## config.mk

```make
export PLATFORM = sky130hd
export DESIGN_NAME = dma_chan_regfile
export DESIGN_NICKNAME = d
export VERILOG_FILES = /design/src/rtl/dma_regs_pkg.sv /design/src/rtl/dma_byte_ptr.sv /design/src/rtl/dma_chan_bank.sv /design/src/rtl/dma_ctl_regs.sv /design/src/rtl/dma_chan_regfile.sv
export SDC_FILE = /design/constraint.sdc
export NUM_CORES = 1
export LEC_CHECK = 0
export BUFFER_PORTS_ARGS = -buffer_cell sky130_fd_sc_hd__buf_4
export CORE_UTILIZATION = 45
export CTS_BUF_LIST = sky130_fd_sc_hd__clkbuf_8
export CTS_CLUSTER_DIAMETER = 150
export DETAILED_ROUTE_END_ITERATION = 7
export PLACE_DENSITY_LB_ADDON = 0.3
export SYNTH_ARGS = -nofsm -noshare
export SYNTH_HDL_FRONTEND = slang
export SYNTH_SLANG_ARGS = --single-unit
```

## constraint.sdc

```tcl
create_clock -name clk -period 3.7 [get_ports clk]
set_input_delay 0.555 -clock clk [delete_from_list [all_inputs] [get_ports clk]]
set_output_delay 0.555 -clock clk [all_outputs]
set_load 0.05 [all_outputs]
```

## src/rtl/dma_regs_pkg.sv

```systemverilog
// Package: shared constants for the DMA programming register file.
// Offsets that have a fixed meaning are kept here so that decode and
// checker agree. Channel offsets are 0x0..0x7 (address at even, count at odd).
package dma_regs_pkg;
    localparam int NUM_CH    = 4;
    localparam int CH_SEL_W  = $clog2(NUM_CH);
    localparam int BYTE_W    = 8;
    localparam int WORD_W    = 2 * BYTE_W;
    localparam int MODE_W    = 6;
    localparam int OFS_W     = 4;

    localparam logic [OFS_W-1:0] OFS_CMD     = 4'h8;
    localparam logic [OFS_W-1:0] OFS_REQ     = 4'h9;
    localparam logic [OFS_W-1:0] OFS_MASK1   = 4'hA;
    localparam logic [OFS_W-1:0] OFS_MODE    = 4'hB;
    localparam logic [OFS_W-1:0] OFS_PTRCLR  = 4'hC;
    localparam logic [OFS_W-1:0] OFS_MCLR    = 4'hD;
    localparam logic [OFS_W-1:0] OFS_MASKCLR = 4'hE;
    localparam logic [OFS_W-1:0] OFS_MASKALL = 4'hF;
endpackage

```

## src/rtl/dma_byte_ptr.sv

```systemverilog
// Module: dma_byte_ptr
// Shared low/high byte pointer. Toggles on each channel-register access.
// Clear has priority over toggle. Assumes at most one access per cycle.
module dma_byte_ptr (
    input  logic clk,
    input  logic rst_n,
    input  logic toggle,
    input  logic clear,
    output logic hi
);
    // Pointer state: reset/clear to low byte, otherwise flip per access.
    always_ff @(posedge clk) begin
        if (!rst_n || clear) begin
            hi <= 1'b0;
        end else if (toggle) begin
            hi <= ~hi;
        end
    end
endmodule

```

## src/rtl/dma_chan_bank.sv

```systemverilog
// Module: dma_chan_bank
// Per-channel base address and base count registers, each loaded one
// byte at a time. The byte is chosen by the shared pointer. Each byte write
// raises the matching load strobe for one cycle so the engine copies the
// base value into its current copy. Assumes WORD_W is two bytes.
module dma_chan_bank
    import dma_regs_pkg::*;
#(
    parameter int N_CH   = NUM_CH,
    parameter int B_W    = BYTE_W,
    parameter int SEL_W  = CH_SEL_W
) (
    input  logic                 clk,
    input  logic                 rst_n,
    input  logic                 wr_en,
    input  logic                 sel_cnt,
    input  logic [SEL_W-1:0]     sel_ch,
    input  logic                 hi,
    input  logic [B_W-1:0]       wdata,
    output logic [N_CH*2*B_W-1:0] base_addr,
    output logic [N_CH*2*B_W-1:0] base_cnt,
    output logic [N_CH-1:0]      ld_addr,
    output logic [N_CH-1:0]      ld_cnt
);
    localparam int W_W = 2 * B_W;

    for (genvar ch = 0; ch < N_CH; ch++) begin : g_ch
        logic hit;
        assign hit = wr_en && (sel_ch == SEL_W'(ch));

        // Base address bytes and their load strobe for this channel.
        always_ff @(posedge clk) begin
            if (!rst_n) begin
                base_addr[ch*W_W +: W_W] <= '0;
                ld_addr[ch]              <= 1'b0;
            end else begin
                ld_addr[ch] <= hit && !sel_cnt;
                if (hit && !sel_cnt) begin
                    if (hi) base_addr[ch*W_W + B_W +: B_W] <= wdata;
                    else    base_addr[ch*W_W       +: B_W] <= wdata;
                end
            end
        end

        // Base count bytes (minus-one form) and their load strobe.
        always_ff @(posedge clk) begin
            if (!rst_n) begin
                base_cnt[ch*W_W +: W_W] <= '0;
                ld_cnt[ch]              <= 1'b0;
            end else begin
                ld_cnt[ch] <= hit && sel_cnt;
                if (hit && sel_cnt) begin
                    if (hi) base_cnt[ch*W_W + B_W +: B_W] <= wdata;
                    else    base_cnt[ch*W_W       +: B_W] <= wdata;
                end
            end
        end
    end
endmodule

```

## src/rtl/dma_ctl_regs.sv

```systemverilog
// Module: dma_ctl_regs
// Control state: mask bits, per-channel mode fields, command byte and
// latched terminal-count flags. Master clear resets all of it (masks set).
// A status read hands back the old flags and keeps only pulses of the same cycle.
module dma_ctl_regs
    import dma_regs_pkg::*;
#(
    parameter int N_CH  = NUM_CH,
    parameter int B_W   = BYTE_W,
    parameter int M_W   = MODE_W,
    parameter int SEL_W = CH_SEL_W
) (
    input  logic                clk,
    input  logic                rst_n,
    input  logic                wr_en,
    input  logic [OFS_W-1:0]    ofs,
    input  logic [B_W-1:0]      wdata,
    input  logic                mclr,
    input  logic                st_rd,
    input  logic [N_CH-1:0]     eng_tc,
    output logic [N_CH-1:0]     mask,
    output logic [N_CH*M_W-1:0] mode,
    output logic [B_W-1:0]      cmd,
    output logic [N_CH-1:0]     tc_flags
);
    logic [SEL_W-1:0] wsel;
    assign wsel = wdata[SEL_W-1:0];

    // Mask bits: single-channel, clear-all and load-all writes.
    always_ff @(posedge clk) begin
        if (!rst_n || mclr) begin
            mask <= '1;
        end else if (wr_en) begin
            case (ofs)
                OFS_MASK1:   mask[wsel] <= wdata[SEL_W];
                OFS_MASKCLR: mask       <= '0;
                OFS_MASKALL: mask       <= wdata[N_CH-1:0];
                default:     mask       <= mask;
            endcase
        end
    end

    // Mode field per channel, written with the channel number in the data.
    for (genvar ch = 0; ch < N_CH; ch++) begin : g_mode
        always_ff @(posedge clk) begin
            if (!rst_n || mclr) begin
                mode[ch*M_W +: M_W] <= '0;
            end else if (wr_en && ofs == OFS_MODE && wsel == SEL_W'(ch)) begin
                mode[ch*M_W +: M_W] <= wdata[B_W-1 -: M_W];
            end
        end
    end

    // Command byte.
    always_ff @(posedge clk) begin
        if (!rst_n || mclr) begin
            cmd <= '0;
        end else if (wr_en && ofs == OFS_CMD) begin
            cmd <= wdata;
        end
    end

    // Terminal-count flags: accumulate pulses, clear on status read.
    always_ff @(posedge clk) begin
        if (!rst_n || mclr) begin
            tc_flags <= '0;
        end else if (st_rd) begin
            tc_flags <= eng_tc;
        end else begin
            tc_flags <= tc_flags | eng_tc;
        end
    end
endmodule

```

## src/rtl/dma_chan_regfile.sv

```systemverilog
// Module: dma_chan_regfile (top)
// Host-side register file of a four-channel DMA controller. It decodes
// the 4-bit offset, steers 16-bit registers through the shared byte pointer
// and muxes the combinational read data. Assumes io_wr and io_rd are
// single-cycle strobes and are never high together.
module dma_chan_regfile
    import dma_regs_pkg::*;
(
    input  logic                     clk,
    input  logic                     rst_n,
    input  logic                     io_wr,
    input  logic                     io_rd,
    input  logic [OFS_W-1:0]         io_addr,
    input  logic [BYTE_W-1:0]        io_wdata,
    output logic [BYTE_W-1:0]        io_rdata,
    input  logic [NUM_CH*WORD_W-1:0] eng_cur_addr,
    input  logic [NUM_CH*WORD_W-1:0] eng_cur_cnt,
    input  logic [NUM_CH-1:0]        eng_tc,
    output logic [NUM_CH*WORD_W-1:0] base_addr,
    output logic [NUM_CH*WORD_W-1:0] base_cnt,
    output logic [NUM_CH-1:0]        ld_addr,
    output logic [NUM_CH-1:0]        ld_cnt,
    output logic [NUM_CH-1:0]        chan_mask,
    output logic [NUM_CH*MODE_W-1:0] chan_mode,
    output logic [BYTE_W-1:0]        cmd_word,
    output logic                     ptr_hi
);
    logic                chan_acc;
    logic                chan_wr;
    logic                ptr_clr;
    logic                mclr;
    logic                st_rd;
    logic [CH_SEL_W-1:0] ch_sel;
    logic [NUM_CH-1:0]   tc_flags;
    logic [WORD_W-1:0]   rd_word;

    // Offset decode: channel window is offsets with the top bit clear.
    assign chan_acc = (io_wr || io_rd) && !io_addr[OFS_W-1];
    assign chan_wr  = io_wr && !io_addr[OFS_W-1];
    assign ch_sel   = io_addr[CH_SEL_W:1];
    assign mclr     = io_wr && (io_addr == OFS_MCLR);
    assign ptr_clr  = mclr || (io_wr && (io_addr == OFS_PTRCLR));
    assign st_rd    = io_rd && (io_addr == OFS_CMD);

    dma_byte_ptr u_ptr (
        .clk    (clk),
        .rst_n  (rst_n),
        .toggle (chan_acc),
        .clear  (ptr_clr),
        .hi     (ptr_hi)
    );

    dma_chan_bank #(
        .N_CH  (NUM_CH),
        .B_W   (BYTE_W),
        .SEL_W (CH_SEL_W)
    ) u_bank (
        .clk       (clk),
        .rst_n     (rst_n),
        .wr_en     (chan_wr),
        .sel_cnt   (io_addr[0]),
        .sel_ch    (ch_sel),
        .hi        (ptr_hi),
        .wdata     (io_wdata),
        .base_addr (base_addr),
        .base_cnt  (base_cnt),
        .ld_addr   (ld_addr),
        .ld_cnt    (ld_cnt)
    );

    dma_ctl_regs #(
        .N_CH  (NUM_CH),
        .B_W   (BYTE_W),
        .M_W   (MODE_W),
        .SEL_W (CH_SEL_W)
    ) u_ctl (
        .clk      (clk),
        .rst_n    (rst_n),
        .wr_en    (io_wr),
        .ofs      (io_addr),
        .wdata    (io_wdata),
        .mclr     (mclr),
        .st_rd    (st_rd),
        .eng_tc   (eng_tc),
        .mask     (chan_mask),
        .mode     (chan_mode),
        .cmd      (cmd_word),
        .tc_flags (tc_flags)
    );

    // Pick the live engine word addressed by the channel offset.
    always_comb begin
        if (io_addr[0]) rd_word = eng_cur_cnt[ch_sel*WORD_W +: WORD_W];
        else            rd_word = eng_cur_addr[ch_sel*WORD_W +: WORD_W];
    end

    // Read mux: pointer-selected byte, status flags, zero elsewhere.
    always_comb begin
        io_rdata = '0;
        if (!io_addr[OFS_W-1]) begin
            io_rdata = ptr_hi ? rd_word[WORD_W-1 -: BYTE_W] : rd_word[BYTE_W-1:0];
        end else if (io_addr == OFS_CMD) begin
            io_rdata = {{(BYTE_W-NUM_CH){1'b0}}, tc_flags};
        end
    end
endmodule

```

=== Word-level counts from Yosys, hierarchy flattened ===
Cells that the tools add are included.

* Input port bits: 148
* Logic and storage cells: 111
* Flip-flop bits (word level): 177
* Output and inout bits: 181

* Bitwise gates (word level): 2
* $lt $le $gt $ge: 2
* Shift operators: 2
* Reductions and logical operators: 51
* Muxes and demuxes: 9
* Eq/ne operators: 13

{| class="wikitable"
|+ Operators with widths
! cell !! count
|-
| $shiftx A64 B7 Y16 || 2
|-
| $reduce_and A2 Y1 || 17
|-
| $eq A4 B4 Y1 const B || 7
|-
| $logic_and A1 B1 Y1 || 24
|-
| $mux W16 || 1
|-
| $mux W8 || 2
|-
| $pmux W4 S3 || 1
|-
| $eq A2 B2 Y1 const B || 4
|-
| $mux W4 || 2
|-
| $bwmux W4 || 1
|-
| $eq A2 B1 Y1 const B || 2
|-
| $logic_not A2 Y1 || 2
|-
| $logic_or A1 B1 Y1 || 4
|-
| $or A4 B4 Y4 || 1
|-
| $logic_not A1 Y1 || 3
|-
| $lt A2 B3 Y1 const B || 1
|-
| $reduce_bool A3 Y1 || 1
|-
| $demux W1 S2 || 1
|-
| $ge A2 B1 Y1 const B || 1
|-
| $mux W1 || 1
|-
| $not A1 Y1 || 1
|}

=== Logic depth before layout (Yosys ltp) ===
* Word-level depth: 6
* Mapped depth: 8
* Gate-level depth less buffers: 4

=== Modules after synthesis ===
Synthesis repeated with hierarchy kept, for this count alone.

* Cells, all modules: 723
* Area total of the unflattened synthesis: 7,704.9 µm²

{| class="wikitable"
|+ By module, submodules not included
! module !! cells each !! seq. area each (µm²) !! area an instance (µm²) !! instances
|-
| dma_chan_bank || 465 || 2,722.6 || 4,890.9 || 1
|-
| dma_ctl_regs || 157 || 800.8 || 1,605.3 || 1
|-
| dma_chan_regfile || 98 || 0.0 || 1,167.4 || 1
|-
| dma_byte_ptr || 3 || 20.0 || 41.3 || 1
|}

=== Worst setup path after synthesis ===
Ideal clock, no wire load.

* Path kind: input port to output port
* Start point: input io_addr[0]
* End point: output io_rdata[0]
* Cell stages on the path: 7
* Data arrival time: 2.460 ns
* Buffers on the path: 4
* Path slack: 0.685 ns
* Cells stage by stage: buf_4 > buf_2 > buf_2 > buf_2 > a311oi_1 > o21ai_0 > o221ai_1

* Longest elaborated chain between the ends: 3
* Elaborated cells between the ends (all ways): 5

{| class="wikitable"
|+ Ends and longest elaborated chain
! item !! RTL line !! source
|-
| start: declaration || dma_chan_regfile.sv:13 || <nowiki>input logic [OFS_W-1:0] io_addr,</nowiki>
|-
| $eq A4 B4 Y1 or $mux W16 (tied branches) || dma_chan_regfile.sv:102, dma_chan_regfile.sv:93 ||
|-
| $mux W4 or $mux W8 (tied branches) || dma_chan_regfile.sv:102, dma_chan_regfile.sv:101 ||
|-
| $mux W8 * || dma_chan_regfile.sv:100 || <nowiki>if (!io_addr[OFS_W-1]) begin</nowiki>
|-
| end: declaration || dma_chan_regfile.sv:15 || <nowiki>output logic [BYTE_W-1:0] io_rdata,</nowiki>
|}

Mark *: on every way between the ends. The rest lies on a longest branch, timed or not.

=== Worst setup path after layout ===
* Start point: input io_addr[0]
* End point: output io_rdata[3]

The elaborated chain is that of the path after synthesis.

==> results_tabular.tex <==
\begin{tabular}{lr}
\hline
Metric & Value \\
\hline
\multicolumn{2}{l}{\textbf{Pwr}} \\
\quad Cell leakage power & 4.93 nW \\
\quad Worst supply voltage drop on vdd & 248 uV \\
\quad Total chip power & 3.94 mW \\
\quad Power per cell area & 359 nW/um2 \\
\multicolumn{2}{l}{\textbf{Timing}} \\
\quad Number of setup violations in the final report & 0 \\
\quad Max-slew violations & 0 \\
\quad Ratio of final minimum period to clock period & 0.799 \\
\quad Max-slew headroom & 0.497 \\
\quad Setup Skew & 0.00920 ns \\
\quad Number of endpoints with negative hold slack in the final report & 0 \\
\quad Top achievable clock speed & 0.338 GHz \\
\quad Final hold slack & 0.313 ns \\
\quad Unrepaired setup endpoints after global routing & false \\
\quad Total negative slack & 0 ns \\
\quad Minimum clock period & 2.96 ns \\
\quad Actual slew at the worst max-slew pin & 0.749 ns \\
\multicolumn{2}{l}{\textbf{Yosys}} \\
\quad Cells after Synth & 752 \\
\quad Xor and xnor area share after synthesis & 0.00109 \\
\quad Multiplexer share of the synthesized area & 0.289 \\
\quad Synthesized area per cell & 10.7 um2 \\
\quad Share of synthesized area occupied by flip-flops and latches & 0.442 \\
\quad Most used flip-flop cell after synthesis & sky130\_fd\_sc\_hd\_\_dfxtp\_1 \\
\quad Complex-gate fraction of the synthesized area & 0.0415 \\
\quad Number of enable-type register cells in the synthesized netlist & 0 \\
\quad Simple logic cell fraction of the synthesized area & 0.187 \\
\quad Largest family of logic cells by synthesized area & multiplexers \\
\quad Mapped Area & 8020 um2 \\
\quad Post-Synth Adder-Cell Area & 0 \\
\quad Post-synthesis async set-or-reset flop share & 0 \\
\quad Synth cell types & 50 \\
\quad Count of state elements after synthesis & 177 \\
\quad Count of yosys warnings during synthesis & 0 \\
\quad Total nets after synthesis & 900 \\
\multicolumn{2}{l}{\textbf{Setup path}} \\
\quad Critical Setup Path Class & primary input to output pin \\
\quad Arrival time of data at the critical path endpoint & 2.40 ns \\
\quad Type of element launching the critical path & primary input \\
\quad Critical path required time & 3.14 ns \\
\quad Worst setup EP type & output pin \\
\quad Critical path peak fanout & 40 \\
\multicolumn{2}{l}{\textbf{Finish}} \\
\quad Net total in the final layout & 1185 \\
\quad Share of the core filled with cells & 0.632 \\
\quad Area growth from synthesis to layout & 36.9\% \\
\quad Most common cell after layout, fill and taps aside & sky130\_fd\_sc\_hd\_\_buf\_4 \\
\quad Most used cells in the layout excluding fill and tap cells & sky130\_fd\_sc\_hd\_\_buf\_4, sky130\_fd\_sc\_hd\_\_dfxtp\_1, sky130\_fd\_sc\_hd\_\_mux2i\_1, sky130\_fd\_sc\_hd\_\_nor2b\_1, sky130\_fd\_sc\_hd\_\_nor2\_1 \\
\quad Fraction of final layout cells sized beyond drive strength 1 & 0.395 \\
\multicolumn{2}{l}{\textbf{Routing}} \\
\quad Detailed-route vias per instance & 5.22 \\
\quad Total wire length after detailed routing & 24900 um \\
\quad Final ANT Viol Nets & 0 \\
\quad Drt initial violations & 259 \\
\quad Wire per inst & 19.5 um \\
\quad Number of iterations in the first detailed-routing pass & 4 \\
\quad Via count & 6666 \\
\quad Remaining DRCs & 0 \\
\multicolumn{2}{l}{\textbf{Clock tree}} \\
\quad Clk sinks & 177 \\
\quad H-tree lvl count & 4 \\
\quad \# resized after CTS & 0 \\
\quad CTS tree & yes \\
\quad Post-CTS setup buffer count & 0 \\
\quad Skew-Pair Late Insertion Delay & 0.44 ns \\
\quad Clock tree buffer depth & 2 \\
\quad Root cell of the clock tree & sky130\_fd\_sc\_hd\_\_clkbuf\_8 \\
\quad CTS Hold Buffers Added & 0 \\
\quad Number of buffers created by CTS & 17 \\
\quad Clk pin slew, worst setup/hold paths & 0.09 ns \\
\multicolumn{2}{l}{\textbf{Floorplanning}} \\
\quad Area of the core & 17400 um2 \\
\quad Number of rows created at floorplan & 48 \\
\quad Total I/O pin count & 329 \\
\quad Overall die height & 135 um \\
\quad Effective utilization at floorplan & 0.462 \\
\quad Die width & 135 um \\
\quad Die Outline Area & 18400 um2 \\
\multicolumn{2}{l}{\textbf{Global route}} \\
\quad Largest net degree at the start of global routing & 78 \\
\quad Antenna violations before repair & 3 \\
\quad Wire length of the first global-routing pass & 36500 um \\
\quad Overflow left after global routing & 0 \\
\quad Vias in the first global route & 6433 \\
\quad Overall Global Routing Usage & 0.264 \\
\multicolumn{2}{l}{\textbf{Hold path}} \\
\quad Path class of the lowest-slack min-delay path & primary input to flip-flop \\
\multicolumn{2}{l}{\textbf{Place}} \\
\quad Count of port buffers added during placement & 328 \\
\quad Detailed placer's ending HPWL & 17700 um \\
\quad Routability Congestion & 0.913 \\
\multicolumn{2}{l}{\textbf{Outcome}} \\
\quad Result of the run & complete, no violations \\
\multicolumn{2}{l}{\textbf{Job}} \\
\quad Max Cap Viol & 0 \\
\hline
\end{tabular}
cells by family after synthesis:
logic type / count (synthesis)
muxes: 200
DFF: 177
AOI/OAI and AO/OA: 49
xor gates and xnor gates: 1
and+or+nand+nor: 251
buffers and inverters: 74
layer usage:
| metal | part of all wire | vias up | track usage |
|---|---|---|---|
| met5 | 0 | - | 0 |
| met3 | 0.076 | 40 | 0.0767 |
| li1 | - | 3190 | - |
| met4 | 0.027 | 0 | 0.114 |
| met1 | 0.38 | 3181 | 0.295 |
| met2 | 0.51 | 255 | 0.465 |
final timing paths:
check	slack, ns	startpoint	depth (start not counted)	endpoint
max	0.74	io_addr[0]	5	io_rdata[3]
min	0.31	eng_tc[0]	3	u_ctl.tc_flags[0]
min reg2reg	0.48	u_bank.base_cnt[3]	2	u_bank.base_cnt[3]
max reg2reg	1.97	u_ptr.hi	4	u_bank.base_addr[2]
per-stage QoR:
stage / cells / instance area, um2 / worst slack (ns)
floorplan: 752 / 8020 / 0.685
global placement: 1243 / 10500 / 0.760
detailed placement: 1243 / 10500 / 0.738
CTS: 1275 / 11000 / 0.730
global route: 1278 / 11000 / 0.680
finish: 1278 / 11000 / 0.744
Yosys cell counts (2+ instances only):
cell type                   instances  area share
sky130_fd_sc_hd__inv_1              3      0.0014
sky130_fd_sc_hd__a221o_1            2      0.0025
sky130_fd_sc_hd__nor3b_1            4      0.0037
sky130_fd_sc_hd__nor3_1             5      0.0031
sky130_fd_sc_hd__a21oi_1           10      0.0062
sky130_fd_sc_hd__nand3b_1           3      0.0028
sky130_fd_sc_hd__and3_1             6      0.0047
sky130_fd_sc_hd__a211oi_1           3      0.0028
sky130_fd_sc_hd__a2111oi_0          3      0.0033
sky130_fd_sc_hd__nand3_1           11      0.0069
sky130_fd_sc_hd__buf_1              4      0.0019
sky130_fd_sc_hd__buf_2             21       0.013
sky130_fd_sc_hd__clkbuf_1          44       0.021
sky130_fd_sc_hd__o22ai_1            7      0.0055
sky130_fd_sc_hd__nor3_2             2      0.0025
sky130_fd_sc_hd__nor4_1             4      0.0031
sky130_fd_sc_hd__nor2_1            46       0.022
sky130_fd_sc_hd__a21boi_0           5      0.0047
sky130_fd_sc_hd__dfxtp_1          177        0.44
sky130_fd_sc_hd__nor2b_1          132        0.10
sky130_fd_sc_hd__mux2i_1          167        0.21
sky130_fd_sc_hd__nor3_4             2      0.0041
sky130_fd_sc_hd__nor4_4             3      0.0080
sky130_fd_sc_hd__nand2_1           15      0.0070
sky130_fd_sc_hd__o21ai_0           11      0.0069
sky130_fd_sc_hd__mux4_2            24       0.067
sky130_fd_sc_hd__nand2b_1           7      0.0055
sky130_fd_sc_hd__mux2_2             9       0.013
where the power goes:
| part | switching, mW | internal [mW] | total, mW |
|---|---|---|---|
| clock | 0.776 | 0.635 | 1.41 |
| sequential | 0.0108 | 1.92 | 1.93 |
| combinational | 0.328 | 0.264 | 0.592 |
flip-flops by register name (all words and copies together), names as in the netlist, named ones only:
register and cells:
u_bank.ld_addr 4, u_ctl.cmd 8, u_ctl.mode 24, u_bank.ld_cnt 4, u_ptr.hi 1, u_bank.base_addr 64, u_ctl.tc_flags 4, u_bank.base_cnt 64
worst max-delay path: stages:
cell and delay, ns:
sky130_fd_sc_hd__buf_4 0.42, sky130_fd_sc_hd__mux4_2 0.58, sky130_fd_sc_hd__mux2_2 0.27, sky130_fd_sc_hd__a221o_1 0.35, sky130_fd_sc_hd__buf_4 0.20
final cells by class:
type	count	area (um2)
Antenna cell	3	7.51
Clock buffer	17	234
Clock inverter	15	193
Fill cell	1496	6380
Inverter	3	11.3
Multi-Input combinational cell	501	4180
Sequential cell	177	3540
Tap cell	225	282
Timing Repair Buffer	337	2530
(Power assumes the default switching activity.)
